**config.mk**
```make
export PLATFORM = sky130hd
export DESIGN_NAME = swing_ctrl
export DESIGN_NICKNAME = d
export VERILOG_FILES = /design/src/rtl/swing_pkg.sv /design/src/rtl/swing_window.sv /design/src/rtl/swing_judge.sv /design/src/rtl/swing_ctrl.sv
export SDC_FILE = /design/constraint.sdc
export NUM_CORES = 1
export LEC_CHECK = 0
export BUFFER_PORTS_ARGS = -buffer_cell sky130_fd_sc_hd__buf_4
export CAP_MARGIN = 20
export CORE_AREA = 4 4 73 68
export CTS_CLUSTER_DIAMETER = 80
export DETAILED_ROUTE_END_ITERATION = 8
export DIE_AREA = 0 0 77 72
export HOLD_SLACK_MARGIN = 0.05
export PLACE_DENSITY = 0.66
export SETUP_SLACK_MARGIN = 0.05
export SLEW_MARGIN = 20
export SYNTH_ARGS = -nofsm -noshare
export SYNTH_HDL_FRONTEND = slang
export SYNTH_SLANG_ARGS = --single-unit
```
**constraint.sdc**
```tcl
create_clock -name clk -period 9.8 [get_ports clk]
set_clock_uncertainty 0.15 [all_clocks]
set_input_delay 1.47 -clock clk [delete_from_list [all_inputs] [get_ports clk]]
set_output_delay 1.47 -clock clk [all_outputs]
set_load 0.03 [all_outputs]
```
**src/rtl/swing_pkg.sv**
```systemverilog
package swing_pkg;

    typedef enum logic [1:0] {
        LV_LOW  = 2'd0,
        LV_MED  = 2'd1,
        LV_HIGH = 2'd2
    } level_e;

    typedef enum logic [1:0] {
        PH_IDLE   = 2'd0,
        PH_LAUNCH = 2'd1,
        PH_WAIT   = 2'd2,
        PH_RUN    = 2'd3
    } phase_e;

    typedef enum logic [1:0] {
        MV_HOLD = 2'd0,
        MV_DOWN = 2'd1,
        MV_UP   = 2'd2
    } move_e;

    localparam int unsigned SEL_W = 3;

    function automatic logic [SEL_W-1:0] level_to_sel(level_e lv);
        return SEL_W'(1) << lv;
    endfunction

endpackage

```
**src/rtl/swing_window.sv**
```systemverilog
module swing_window #(
    parameter int unsigned N  = 64,
    parameter int unsigned CW = $clog2(N + 1)
) (
    input  logic          clk,
    input  logic          rst,
    input  logic          run,
    input  logic          word_vld,
    input  logic          word_err,
    output logic          close,
    output logic [CW-1:0] words_tot,
    output logic [CW-1:0] errs_tot
);
    localparam int unsigned PW = (N > 1) ? $clog2(N) : 1;

    typedef struct packed {
        logic [PW-1:0] cyc;
        logic [CW-1:0] words;
        logic [CW-1:0] errs;
    } win_t;

    win_t win_d, win_q;

    always_comb begin
        close     = run && (win_q.cyc == PW'(N - 1));
        words_tot = win_q.words + CW'(word_vld);
        errs_tot  = win_q.errs + CW'(word_vld & word_err);
        win_d     = win_q;
        if (!run || close) begin
            win_d = '0;
        end else begin
            win_d.cyc   = win_q.cyc + PW'(1);
            win_d.words = words_tot;
            win_d.errs  = errs_tot;
        end
    end

    always_ff @(posedge clk) begin
        if (rst) win_q <= '0;
        else     win_q <= win_d;
    end

    AST_CLOSE_IN_RUN: assert property (@(posedge clk) disable iff (rst)
        close |-> run);

    AST_ERRS_LE_WORDS: assert property (@(posedge clk) disable iff (rst)
        errs_tot <= words_tot);

    AST_WORDS_BOUND: assert property (@(posedge clk) disable iff (rst)
        words_tot <= CW'(N));

endmodule

```
**src/rtl/swing_judge.sv**
```systemverilog
module swing_judge
    import swing_pkg::*;
#(
    parameter int unsigned CW = 7
) (
    input  logic [CW-1:0] words,
    input  logic [CW-1:0] errs,
    output move_e         move
);
    localparam int unsigned MW = CW + 5;

    logic [MW-1:0] errs_x20;
    logic [MW-1:0] words_x3;

    always_comb begin
        errs_x20 = MW'({errs, 4'b0000}) + MW'({errs, 2'b00});
        words_x3 = MW'({words, 1'b0}) + MW'(words);
        if (words == '0)              move = MV_HOLD;
        else if (errs_x20 < MW'(words)) move = MV_DOWN;
        else if (errs_x20 > words_x3) move = MV_UP;
        else                          move = MV_HOLD;
    end

endmodule

```
**src/rtl/swing_ctrl.sv**
```systemverilog
module swing_ctrl
    import swing_pkg::*;
#(
    parameter int unsigned N = 64
) (
    input  logic       clk,
    input  logic       rst,
    input  logic       cal_go,
    input  logic       test_done,
    input  logic       test_pass,
    input  logic       word_vld,
    input  logic       word_err,
    output logic       test_start,
    output logic       cal_done,
    output logic       window_close,
    output logic [2:0] swing_sel
);
    localparam int unsigned CW = $clog2(N + 1);

    typedef struct packed {
        phase_e phase;
        level_e level;
        logic   done;
    } ctl_t;

    ctl_t          ctl_d, ctl_q;
    logic          close;
    logic [CW-1:0] words_tot;
    logic [CW-1:0] errs_tot;
    move_e         move;

    swing_window #(.N(N), .CW(CW)) u_window (
        .clk       (clk),
        .rst       (rst),
        .run       (ctl_q.phase == PH_RUN),
        .word_vld  (word_vld),
        .word_err  (word_err),
        .close     (close),
        .words_tot (words_tot),
        .errs_tot  (errs_tot)
    );

    swing_judge #(.CW(CW)) u_judge (
        .words (words_tot),
        .errs  (errs_tot),
        .move  (move)
    );

    always_comb begin
        ctl_d      = ctl_q;
        ctl_d.done = 1'b0;
        unique case (ctl_q.phase)
            PH_IDLE: begin
                if (cal_go) begin
                    ctl_d.level = LV_LOW;
                    ctl_d.phase = PH_LAUNCH;
                end
            end
            PH_LAUNCH: ctl_d.phase = PH_WAIT;
            PH_WAIT: begin
                if (test_done) begin
                    if (test_pass || ctl_q.level == LV_HIGH) begin
                        ctl_d.phase = PH_RUN;
                        ctl_d.done  = 1'b1;
                    end else begin
                        ctl_d.level = level_e'(ctl_q.level + 2'd1);
                        ctl_d.phase = PH_LAUNCH;
                    end
                end
            end
            PH_RUN: begin
                if (close) begin
                    if (move == MV_UP && ctl_q.level != LV_HIGH)
                        ctl_d.level = level_e'(ctl_q.level + 2'd1);
                    else if (move == MV_DOWN && ctl_q.level != LV_LOW)
                        ctl_d.level = level_e'(ctl_q.level - 2'd1);
                end
            end
            default: ctl_d = ctl_q;
        endcase
    end

    always_ff @(posedge clk) begin
        if (rst) ctl_q <= '{phase: PH_IDLE, level: LV_HIGH, done: 1'b0};
        else     ctl_q <= ctl_d;
    end

    assign swing_sel    = level_to_sel(ctl_q.level);
    assign test_start   = (ctl_q.phase == PH_LAUNCH);
    assign cal_done     = ctl_q.done;
    assign window_close = close;

    AST_SEL_ONEHOT: assert property (@(posedge clk) disable iff (rst)
        $countones(swing_sel) == 1);

    AST_START_PULSE: assert property (@(posedge clk) disable iff (rst)
        test_start |=> !test_start);

    AST_DONE_PULSE: assert property (@(posedge clk) disable iff (rst)
        cal_done |=> !cal_done);

    AST_RUN_HOLD: assert property (@(posedge clk) disable iff (rst)
        (ctl_q.phase == PH_RUN && !close) |=> $stable(swing_sel));

    AST_NO_JUMP_UP: assert property (@(posedge clk) disable iff (rst)
        (close && swing_sel == 3'b001) |=> swing_sel != 3'b100);

    AST_NO_JUMP_DOWN: assert property (@(posedge clk) disable iff (rst)
        (close && swing_sel == 3'b100) |=> swing_sel != 3'b001);

    AST_WAIT_HOLD: assert property (@(posedge clk) disable iff (rst)
        (ctl_q.phase == PH_WAIT && !test_done) |=> $stable(swing_sel));

endmodule

```
==> results.md, run 1 <==
Placed design:
- Detailed placement finished with a half-perimeter wire length of 3150 µm.
- Buffers placed on the I/O ports in this run total 12.
- The worst slack at placement is 4.03 ns.
- The weighted congestion at the end of routability-driven global placement is 0.810.

Global routing:
- The via count of the first global-routing pass was 1580.
- After global routing the overflow that remains totals 0.
- The first global-routing pass estimated 6910 µm of wire.
- Entering global routing, the biggest net connects 16 pins.
- The initial antenna violation count is 0.
- Across every metal layer, demand over resource in global routing totals 0.150.

Yosys:
- The number of warning messages in the yosys log is 0.
- Each instance of the synthesized netlist takes up on average 8.57 µm².
- The fraction of the yosys area taken by sequential cells is 0.246.
- For this run, asynchronously set or reset flops after synthesis account for 0.
- The total nets after synthesis is 281.
- Among all flip-flop cells after synthesis, the most frequent one is sky130_fd_sc_hd__dfxtp_1.
- In this run, synthesis inferred 0 flip-flops with an integrated enable.
- Synthesis inferred 25 register bits.
- Counting every instance in the synthesized netlist gives 237.
- The number of distinct library cells after synthesis is 43.
- The mapped netlist covers 2030 µm².

STA:
- The max-slew violation count is 0.
- Once routing completed, OpenROAD measured the worst setup slack at 4.30 ns.
- Setup repair after global routing left no endpoint under its margin.
- The setup TNS is 0 ns.
- The number of failing hold endpoints at the final stage is 0.
- The share of the cycle needed by the critical path after routing is 0.562.
- The achievable frequency is 0.182 GHz.
- For the pin with the worst max-slew slack, the measured transition is 0.549 ns.
- Setup violations remaining at the end of the flow were counted as 0.
- The clock period could shrink to 5.50 ns.
- The worst relative slew slack is 0.633.

Critical path:
- The startpoint-to-endpoint class of the critical path is input pin to register.
- The slack of the worst reg-to-reg path is 5.46 ns.
- The worst setup path is captured at a register.
- The worst register-to-register path has a depth of 16.
- The startpoint of the lowest-slack register-to-register path is u_window.win_q[0].
- At the worst endpoint, the arrival time is 5.52 ns.
- The worst register-to-register path ends at ctl_q[2].
- STA classifies the critical path startpoint as an input pin.
- At the worst endpoint, the required time is 9.82 ns.
- Of all nets on the critical path, the largest fanout is 4.

Route:
- After detailed routing, the average wire length per cell comes to 13.0 µm.
- The aggregate routed wire length is 3910 µm.
- The DRC violations left is 0.
- The number of iterations in the first detailed-routing pass is 4.
- The count of antenna-violating nets left after detailed routing is 0.
- The detail-routed via count per cell is 5.34.
- The first routing iteration left 45 violations.
- The detailed router placed 1606 vias in this run.

Hold path:
- The path class of the tightest hold or removal check is register to register.
- The startpoint identified for the worst hold timing path is u_window.win_q[14].
- For hold timing, the worst endpoint is u_window.win_q[14].
- Counting instances, the worst hold path has a depth of 1.

Floorplanning:
- The floorplan has 23 rows.
- The top-level port count is 13.
- The chip width is 77 µm.
- The starting density of the core is 0.474.
- The region available for standard cell placement spans 4290 µm².
- The die covers 5540 µm².
- The die is 72 µm tall.

Pwr:
- The leakage power total is 1.05 nW.
- Summing internal, switching and leakage power gives 0.206 mW.
- The largest voltage drop on the vdd net is 82.9 µV.
- In this run the power density over the cells is 92.7 nW/µm².

Clocking:
- The count of hold buffers inserted by post-cts repair is 0.
- TritonCTS built the clock tree.
- The CTS sink count is 25.
- CTS built an H-tree with a depth of 1.
- The clock-pin slew on the worst setup and hold paths is 0.09 ns.
- The clock insertion delay at the later pin of the skew report is 0.27 ns.
- The post-CTS setup-driven buffer insertion count is 0.
- The post-cts gate resize count is 0.
- The cell at the root of the clock tree is sky130_fd_sc_hd__clkbuf_8.
- The longest clock path from root to sink contains 2 buffers.
- The number of clock buffers inserted by TritonCTS is 3.

Outcome:
- The run finished with clean final reports.

Final layout:
- The ratio of cells with drive above 1 in the final layout is 0.0956.
- For this run, the post-layout net count is 296.
- The antenna cell count is 0.
- The area growth from synthesis to layout is 9.43%.

Run:
- The max capacitance violation total is 0.
## worst max-delay path, cell delays in order
cell and delay [ns]:
sky130_fd_sc_hd__buf_4 0.12, sky130_fd_sc_hd__and2_1 0.15, sky130_fd_sc_hd__ha_1 0.21, sky130_fd_sc_hd__ha_1 0.23, sky130_fd_sc_hd__xor2_1 0.31, sky130_fd_sc_hd__ha_1 0.24
sky130_fd_sc_hd__inv_1 0.06, sky130_fd_sc_hd__fa_1 0.50, sky130_fd_sc_hd__o41ai_4 0.39, sky130_fd_sc_hd__xnor2_1 0.20, sky130_fd_sc_hd__ha_1 0.29, sky130_fd_sc_hd__nand4_1 0.10
sky130_fd_sc_hd__nor4_1 0.05, sky130_fd_sc_hd__nor3_1 0.20, sky130_fd_sc_hd__a21oi_1 0.08, sky130_fd_sc_hd__or3_1 0.36, sky130_fd_sc_hd__o31a_1 0.27, sky130_fd_sc_hd__a211o_1 0.29
## Yosys cell counts, drive strengths merged (2+ instances only)
cell type	n	area share
nand2b	4	0.012
xor2	12	0.055
or3	4	0.015
o41ai	2	0.018
nand4	2	0.0062
nor4	2	0.0062
nand3	9	0.022
a21o	4	0.015
nor3	5	0.012
inv	19	0.035
o21ai	6	0.015
dfxtp	25	0.25
ha	35	0.22
and2	7	0.022
clkbuf	2	0.0037
a211o	3	0.013
nor2b	4	0.012
xnor2	12	0.052
nand2	14	0.026
and3	6	0.021
nand3b	2	0.0074
a211oi	4	0.015
a21oi	12	0.030
nor2	26	0.049
or2	3	0.0092
fa	2	0.020
## placed cells by master (no fill, tap or decap), types with 4 or more instances in the layout
cell                       Yosys  routed
sky130_fd_sc_hd__o21ai_0       6       6
sky130_fd_sc_hd__xnor2_1      12      12
sky130_fd_sc_hd__ha_1         35      35
sky130_fd_sc_hd__nor3_1        5       5
sky130_fd_sc_hd__and2_1        7       7
sky130_fd_sc_hd__nor2b_1       4       4
sky130_fd_sc_hd__nand2_1      14      14
sky130_fd_sc_hd__nand2b_1      4       4
sky130_fd_sc_hd__nor2_1       25      25
sky130_fd_sc_hd__buf_4         0      12
sky130_fd_sc_hd__xor2_1       11      11
sky130_fd_sc_hd__nand3_1       9       9
sky130_fd_sc_hd__and3_1        5       5
sky130_fd_sc_hd__a21o_1        4       4
sky130_fd_sc_hd__a21oi_1      12      12
sky130_fd_sc_hd__inv_1        19      19
sky130_fd_sc_hd__dfxtp_1      25      25
sky130_fd_sc_hd__a211oi_1      4       4
## how the worst max path moves through the flow
stage | start | end | slack, ns | cells after the start
after floorplan | word_vld | ctl_q[2] | 4.53 | 17
after global placement | word_vld | ctl_q[2] | 4.10 | 18
after detailed placement | word_vld | ctl_q[2] | 4.03 | 18
after CTS | word_vld | ctl_q[2] | 4.32 | 18
after global routing | word_vld | ctl_q[2] | 4.11 | 18
final | word_vld | ctl_q[2] | 4.30 | 18
## routing by layer
layer	up-vias	GRT usage	routed length, µm
met2	22	0.251	1680
met4	0	0.0356	29
met3	2	0.0223	94
met1	730	0.206	2110
li1	852	-	-
met5	-	0	0
## state kept, by name (all words and copies together), names as in the netlist
signal / flops
cal_done: 1
ctl_q: 4
u_window.win_q: 20
## per-stage QoR
step / instances / util / hold WS, ns / instance area, µm²
after floorplan: 237 / - / 0.268 / 2030
after global placement: 297 / 0.507 / 0.284 / 2180
after detailed placement: 297 / 0.507 / 0.309 / 2180
after CTS: 301 / 0.518 / 0.327 / 2220
after global routing: 301 / 0.518 / 0.347 / 2220
final: 301 / 0.518 / 0.318 / 2220
## report_power, final
part	total, mW	switching, mW	internal (mW)
clock	0.0611	0.0327	0.0284
combinational	0.0394	0.0213	0.0181
sequential	0.106	0.00203	0.103
## logic make-up (layout without fill, tap and decap cells)
| family | count (synthesis) | count (layout) | share of synthesized area |
|---|---|---|---|
| adders and majority gates | 37 | 37 | 0.235 |
| AOI/OAI and AO/OA | 41 | 41 | 0.147 |
| and+or+nand+nor | 88 | 88 | 0.221 |
| xor gates and xnor gates | 24 | 24 | 0.107 |
| buffers and inverters | 21 | 35 | 0.0388 |
| muxes | 1 | 1 | 0.00493 |
| DFF | 25 | 25 | 0.246 |
## layout make-up
| class | instances | area [µm²] |
|---|---|---|
| Timing Repair Buffer | 12 | 90.1 |
| Fill cell | 409 | 2070 |
| Multi-Input combinational cell | 191 | 1450 |
| Clock inverter | 1 | 5.00 |
| Clock buffer | 3 | 41.3 |
| Inverter | 19 | 71.3 |
| Tap cell | 50 | 62.6 |
| Sequential cell | 25 | 500 |
(Power assumes the default switching activity.)
==> inputs of run 2 (changes only) <==
Clock period 9.8 ns to 5.2 ns, I/O delays scaled along.
==> run 2 against run 1 <==
Effect of this change: worst hold slack is essentially flat; cell count up 1.3%; via count is 0.56% higher; count of clock-buffer cells in the layout stayed put; sequential share of layout area fell by 0.32 points; global-route usage down 0.092 points; sequential power is 88% higher; worst setup slack got worse by 3.8 ns; critical path type unchanged; largest power group unchanged.
==> results.md, run 2 (synthesis results as in run 1) <==
Route:
- The number of iterations in the first detailed-routing pass is 4.
- The final layout contains routed wiring with a total length of 3870 µm.
- For this block, the initial DRC count from the detailed router was 92.
- The count of antenna-violating nets left after detailed routing is 0.
- The routed via count is 1615.
- The detail-routed via count per cell is 5.30.
- The routed wire length per instance is 12.7 µm.
- The DRC violations left is 0.

STA:
- The post-route minimum period is 4.70 ns.
- On the final layout, the worst hold slack is 0.318 ns.
- Setup slack closes at 0.498 ns.
- Setup repair after global routing left no endpoint under its margin.
- At the pin with the least slew margin, the transition time is 0.559 ns.
- In the final timing run, aggregate negative setup slack is 0 ns.
- The number of failing hold endpoints at the final stage is 0.
- For this run, the top clock speed supported by timing is 0.213 GHz.
- The worst relative slew slack is 0.626.
- The share of the cycle needed by the critical path after routing is 0.904.
- The final-report setup violation count is 0.
- The max-slew violation count is 0.

Critical path:
- STA classifies the critical path startpoint as an input pin.
- The kind of capture point of the worst setup path is a register.
- The worst path required time is 5.22 ns.
- The cell depth of the worst flop-to-flop path is 18.
- The worst setup path is of the input pin to register kind.
- In this run the worst path has a maximum fanout of 4.
- The launching element of the worst setup path is word_vld.
- Data on the critical path arrives at its endpoint at 4.72 ns.
- The startpoint of the lowest-slack register-to-register path is u_window.win_q[7].

Pwr:
- The share of total power dissipated in sequential elements is 0.505.
- The analysis attributes to cell leakage a power of 1.07 nW.
- The share of power burned in combinational logic is 0.189.
- The net switching fraction of the power is 0.281.
- The internal power is 0.283 mW.
- The largest voltage drop on the vdd net is 177 µV.
- The net switching power figure is 0.111 mW.
- Of the total power, the clock network draws 0.305.
- The power density over the cells is 175 nW/µm².
- The completed layout was analyzed and its total power is 0.394 mW.

Global routing:
- The total grt overflow is 0.
- The global router's overall resource usage is 0.149.
- The first global-routing pass estimated 6800 µm of wire.
- The via count of the first global-routing pass is 1497.
- The initial antenna violation count is 0.
- Entering global routing, the biggest net connects 16 pins.

Final layout:
- The register with the most flip-flops in the final layout is u_window.win_q.
- Summing all multi-input logic gate instances after layout gives 1450 µm².
- The number of nets in the finished design is 300.
- Once layout is complete, the utilization of the core stands at 0.526.
- The register with the most flip-flops in the layout has 20 of them.
- In the final layout, the share of cells above drive strength 1 is 0.110.
- The count of cells in the finished layout, fillers not included, comes to 305.
- The area added between synthesis and finish is 11.0%.
- In the layout the commonest cells are 35 x sky130_fd_sc_hd__ha_1, 25 x sky130_fd_sc_hd__nor2_1, 25 x sky130_fd_sc_hd__dfxtp_1.
- The count of filler cells inserted in the layout is 403.
- The design area is 2250 µm².
- Summing all flip-flop and latch instances after layout gives 500 µm².
- The antenna cell count is 0.
- The library cell used most frequently in the layout, excluding fill and tap cells, is sky130_fd_sc_hd__ha_1.

Clocking:
- The TritonCTS clock tree is done.
- The cell at the root of the clock tree is sky130_fd_sc_hd__clkbuf_8.
- The number of H-tree levels is 1.
- The clock-pin slew on the worst setup and hold paths is 0.09 ns.
- Counting the buffers created by CTS gives 3.
- The post-cts gate resize count is 0.
- The later pin in the worst-skew pair is clocked with a latency of 0.28 ns.
- For this design, the sink count on the clock tree is 25.
- The number of setup buffers added after CTS is 0.
- Hold repair after CTS inserted 0 buffers.
- In this run the deepest clock path goes through 2 buffers.

Hold path:
- The path type of the worst min-delay path is register to register.
- Along the worst hold path, the cell count comes to 1.
- The worst hold path begins at u_window.win_q[14].

Placed design:
- The final HPWL from detailed placement is 3180 µm.
- The worst slack at placement is 0.220 ns.
- Counting tap cells, the placed design contains a total of 301 instances.
- Buffers placed on the I/O ports in this run total 12.
- In this run the cell area measured after placement is 2210 µm².
- The weighted congestion at the end of routability-driven global placement is 0.828.

Outcome:
- The flow ran to the end, and the final reports show no timing, DRC or antenna violations.

Floorplanning:
- The initialized floorplan defines 23 standard-cell rows.
- The starting density of the core is 0.474.
- The top-level port count is 13.
- The die is 77 µm wide.
- After floorplanning, the core was sized to cover 4290 µm².
- The total die area is 5540 µm².
- The height of the chip is 72 µm.

Run:
- The max capacitance violation total is 0.
[run 2: cell count changes in the layout (fill, tap and decap cells not counted), sizes merged]
cell      change
buf           +4
clkinv        -1
clkinvlp      +1
[run 2: final timing paths]
check | end | slack (ns)
setup / recovery | ctl_q[2] | 0.50
hold / removal | u_window.win_q[14] | 0.32
setup reg to reg | ctl_q[2] | 0.93
hold reg to reg | u_window.win_q[14] | 0.32
[run 2: power groups by stage]
stage	combinational [mW]	sequential, mW	clock (mW)
2_1_floorplan	0.0548	0.203	0
3_3_place_gp	0.0749	0.203	0
3_5_place_dp	0.0743	0.204	0
4_1_cts	0.0749	0.199	0.122
5_1_grt	0.0848	0.200	0.128
6_report	0.0746	0.199	0.120
[run 2: cell type report]
cell class,instances,area share
Clock inverter,1,0.00333
Tap cell,50,0.0277
Clock buffer,3,0.0183
Multi-Input combinational cell,191,0.644
Inverter,19,0.0316
Sequential cell,25,0.222
Timing Repair Buffer,16,0.0533
[run 2: layer usage]
layer,part of all wire,GRT usage
met3,0.016,0.0186
met1,0.56,0.222
met2,0.41,0.224
met4,0.015,0.0474
met5,0,0
[run 2: critical path: stages]
cell and delay (ns):
sky130_fd_sc_hd__buf_4 0.12, sky130_fd_sc_hd__and2_1 0.15, sky130_fd_sc_hd__ha_1 0.20, sky130_fd_sc_hd__ha_1 0.23, sky130_fd_sc_hd__xor2_1 0.24, sky130_fd_sc_hd__ha_1 0.22
sky130_fd_sc_hd__inv_1 0.06, sky130_fd_sc_hd__fa_1 0.49, sky130_fd_sc_hd__o41ai_4 0.39, sky130_fd_sc_hd__xnor2_1 0.20, sky130_fd_sc_hd__ha_1 0.28, sky130_fd_sc_hd__nand4_1 0.10
sky130_fd_sc_hd__nor4_1 0.05, sky130_fd_sc_hd__nor3_1 0.22, sky130_fd_sc_hd__a21oi_1 0.08, sky130_fd_sc_hd__or3_1 0.35, sky130_fd_sc_hd__o31a_1 0.27, sky130_fd_sc_hd__a211o_1 0.30
==> inputs of run 3 (changes only) <==
Clock period 5.2 ns to 4.6 ns, I/O delays scaled along.
==> run 3 against run 2 <==
Effect of this change: cell count up 8.2%; count of clock-buffer cells in the layout unchanged; combinational power up 17%; sequential share of layout area down 2.1 points; first-iteration DRC count down 54%; via count up 3.3%; clock power up 7%; global-route usage up 0.22 points; total power up 12%; cell area up 11%; sequential power up 13%; non-clock buffer count up 25.
==> results.md, run 3 (synthesis results as in run 1) <==
Outcome:
- The run finished with clean final reports.

Placed design:
- The instance area after placement is 2390 µm².
- Routability-driven placement finished with a final weighted congestion of 0.766.
- During placement, the flow inserted port buffers numbering 12.
- Once placement completed, the tool counted placed cells totaling 326.
- The final HPWL from detailed placement is 3400 µm.
- The worst slack at placement is -0.149 ns.

Floorplanning:
- The total die area is 5540 µm².
- During I/O placement, the number of pins put on the boundary was 13.
- The starting density of the core is 0.474.
- The initialized floorplan defines 23 standard-cell rows.
- The region available for standard cell placement spans 4290 µm².
- The floorplan step set the die height to 72 µm.
- The die is 77 µm wide.

Route:
- For this block, the routed nets add up to 4080 µm of wire.
- The detail route stage leaves a number of antenna-violating nets equal to 0.
- The DRC violations left is 0.
- The routed layout has 1669 vias.
- The number of iterations in the first detailed-routing pass is 4.
- The routed wire length per instance is 12.4 µm.
- After the first detailed-routing iteration, the DRC count stood at 42.
- The detail-routed via count per cell is 5.06.

Critical path:
- The worst flop-to-flop path endpoint is ctl_q[2].
- The worst path required time is 4.62 ns.
- The critical path startpoint category is an input pin.
- The kind of capture point of the worst setup path is a register.
- The critical path data arrival time is 4.32 ns.
- The cell depth of the worst flop-to-flop path is 19.
- The highest net fanout along the worst path is 3.
- The slack of the worst reg-to-reg path is 0.62 ns.
- The launching element of the worst setup path is word_vld.
- The worst setup path is of the input pin to register kind.
- In this run the critical register-to-register path is launched from u_window.win_q[7].

Final layout:
- The library cell used most frequently in the layout, excluding fill and tap cells, is sky130_fd_sc_hd__buf_4.
- The antenna cell count is 0.
- The top cell types in the final layout, fill and taps aside, are 41 x sky130_fd_sc_hd__buf_4, 33 x sky130_fd_sc_hd__ha_1, 25 x sky130_fd_sc_hd__nor2_1, 25 x sky130_fd_sc_hd__dfxtp_1, 19 x sky130_fd_sc_hd__inv_1.
- The register with the most flip-flops in the layout has 20 of them.
- In the final layout, the share of cells above drive strength 1 is 0.225.
- The design area is 2490 µm².
- For this run, the post-layout net count is 325.
- The finished layout holds 330 standard cells, fillers aside.
- The area added between synthesis and finish is 22.8%.
- The count of filler cells inserted in the layout is 384.
- Counting flops per register, the top entry is u_window.win_q.

Clocking:
- The clock-pin slew on the worst setup and hold paths is 0.09 ns.
- The TritonCTS clock tree is done.
- The post-CTS setup-driven buffer insertion count is 0.
- The number of clock buffers inserted by TritonCTS is 3.
- For the worst-skew pair, the clock arrives at the later sink with an insertion delay of 0.27 ns.
- The post-cts gate resize count is 0.
- CTS built an H-tree with a depth of 1.
- Counting along the longest clock path gives a buffer depth of 2.
- The clock net in this run drives a total of 25 sinks.
- The count of hold buffers inserted by post-cts repair is 0.
- The tree is rooted in a sky130_fd_sc_hd__clkbuf_8.

Pwr:
- In this run the power spent charging and discharging nets is 0.119 mW.
- The internal power is 0.322 mW.
- Dividing total power by cell area gives a power density of 177 nW/µm².
- The leakage power total is 1.17 nW.
- The net switching fraction of the power is 0.270.
- Of the total power, registers draw 0.510.
- The share of total power dissipated in the clock network is 0.292.
- The largest voltage drop on the vdd net is 144 µV.
- The share of power burned in combinational logic is 0.198.

Global routing:
- The initial antenna violation count came to 0.
- Global routing finished with a remaining overflow of 0.
- The via count of the first global-routing pass was 1609.
- For this run, the total global-route usage over all layers was measured as 0.152.
- The first global-routing pass estimated 6950 µm of wire.
- Entering global routing, the biggest net connects 16 pins.

STA:
- Setup repair after global routing left no endpoint under its margin.
- The achievable frequency is 0.232 GHz.
- Of the available clock period, the critical path in the final layout requires 0.935.
- The slew at the pin closest to its max-slew limit is 0.482 ns.
- The number of failing hold endpoints at the final stage is 0.
- In the post-route analysis, the smallest setup slack over all paths is 0.298 ns.
- Setup violations remaining at the end of the flow were counted as 0.
- Hold timing on the final database bottoms out at a slack of 0.302 ns.
- Subtracting the final worst setup slack from the clock period gives 4.30 ns.
- The max-slew violation count came to 0.
- The worst relative slew slack is 0.670.
- Adding up every negative setup slack in the final design gives 0 ns.

Run:
- The max capacitance violation total is 0.

Hold path:
- The hold-critical path depth is 1.
- The worst min-delay path endpoint is u_window.win_q[14].
- The startpoint identified for the worst hold timing path is u_window.win_q[14].
- The worst hold path belongs to the class register to register.
-- run 3: changes by cell type in the layout (fill, tap and decap cells not counted), sizes merged --
cell / previous run / this run
clkinvlp: 1 / 0
clkinv: 0 / 1
buf: 16 / 41
-- run 3: how the worst max path moves through the flow --
| stage | end | slack (ns) |
|---|---|---|
| finish | ctl_q[2] | 0.30 |
| global route | ctl_q[2] | 0.03 |
| CTS | ctl_q[2] | 0.15 |
| detailed placement | ctl_q[2] | -0.15 |
| global placement | ctl_q[2] | -0.04 |
| floorplan | ctl_q[2] | 0.11 |
-- run 3: metal layers --
metal / part of all wire / wire, µm / vias up / GRT usage
met3: 0.015 / 63 / 4 / 0.0223
met4: 0.010 / 42 / 0 / 0.0356
met5: 0 / 0 / - / 0
met2: 0.44 / 1810 / 16 / 0.243
met1: 0.53 / 2160 / 750 / 0.217
li1: - / - / 899 / -
-- run 3: final cells by class --
cell class,instances,area (µm²),area share
clock buffers,3,41.3,0.0166
clock inverters,1,5.00,0.00201
inverters,19,71.3,0.0286
multi-input cells,191,1510,0.604
flip-flops and latches,25,500,0.201
well taps,50,62.6,0.0251
repair buffers,41,308,0.123
-- run 3: worst max-delay path: stages --
cell	delay, ns
sky130_fd_sc_hd__buf_4	0.11
sky130_fd_sc_hd__and2_1	0.14
sky130_fd_sc_hd__ha_1	0.20
sky130_fd_sc_hd__ha_1	0.22
sky130_fd_sc_hd__xor2_2	0.16
sky130_fd_sc_hd__ha_2	0.20
sky130_fd_sc_hd__inv_1	0.06
sky130_fd_sc_hd__fa_2	0.57
sky130_fd_sc_hd__inv_1	0.06
sky130_fd_sc_hd__ha_1	0.32
sky130_fd_sc_hd__nand2_1	0.06
sky130_fd_sc_hd__o21ai_0	0.17
sky130_fd_sc_hd__a21o_1	0.14
sky130_fd_sc_hd__a211oi_1	0.07
sky130_fd_sc_hd__nor3_1	0.17
sky130_fd_sc_hd__a21oi_1	0.08
sky130_fd_sc_hd__or3_1	0.36
sky130_fd_sc_hd__o31a_1	0.27
sky130_fd_sc_hd__a211o_1	0.28
-- run 3: power by group through the flow --
stage          clock network (mW)  logic [mW]  registers [mW]
2_1_floorplan                   0      0.0619           0.229
6_report                    0.129      0.0873           0.225
3_5_place_dp                    0      0.0874           0.230
5_1_grt                     0.146      0.0972           0.226
3_3_place_gp                    0      0.0877           0.230
4_1_cts                     0.135      0.0880           0.225
-- run 3: stage by stage --
step	utilization	total power [mW]
after floorplan	-	0.291
after global placement	0.558	0.317
after detailed placement	0.558	0.317
after CTS	0.569	0.448
after global routing	0.582	0.470
final	0.582	0.441
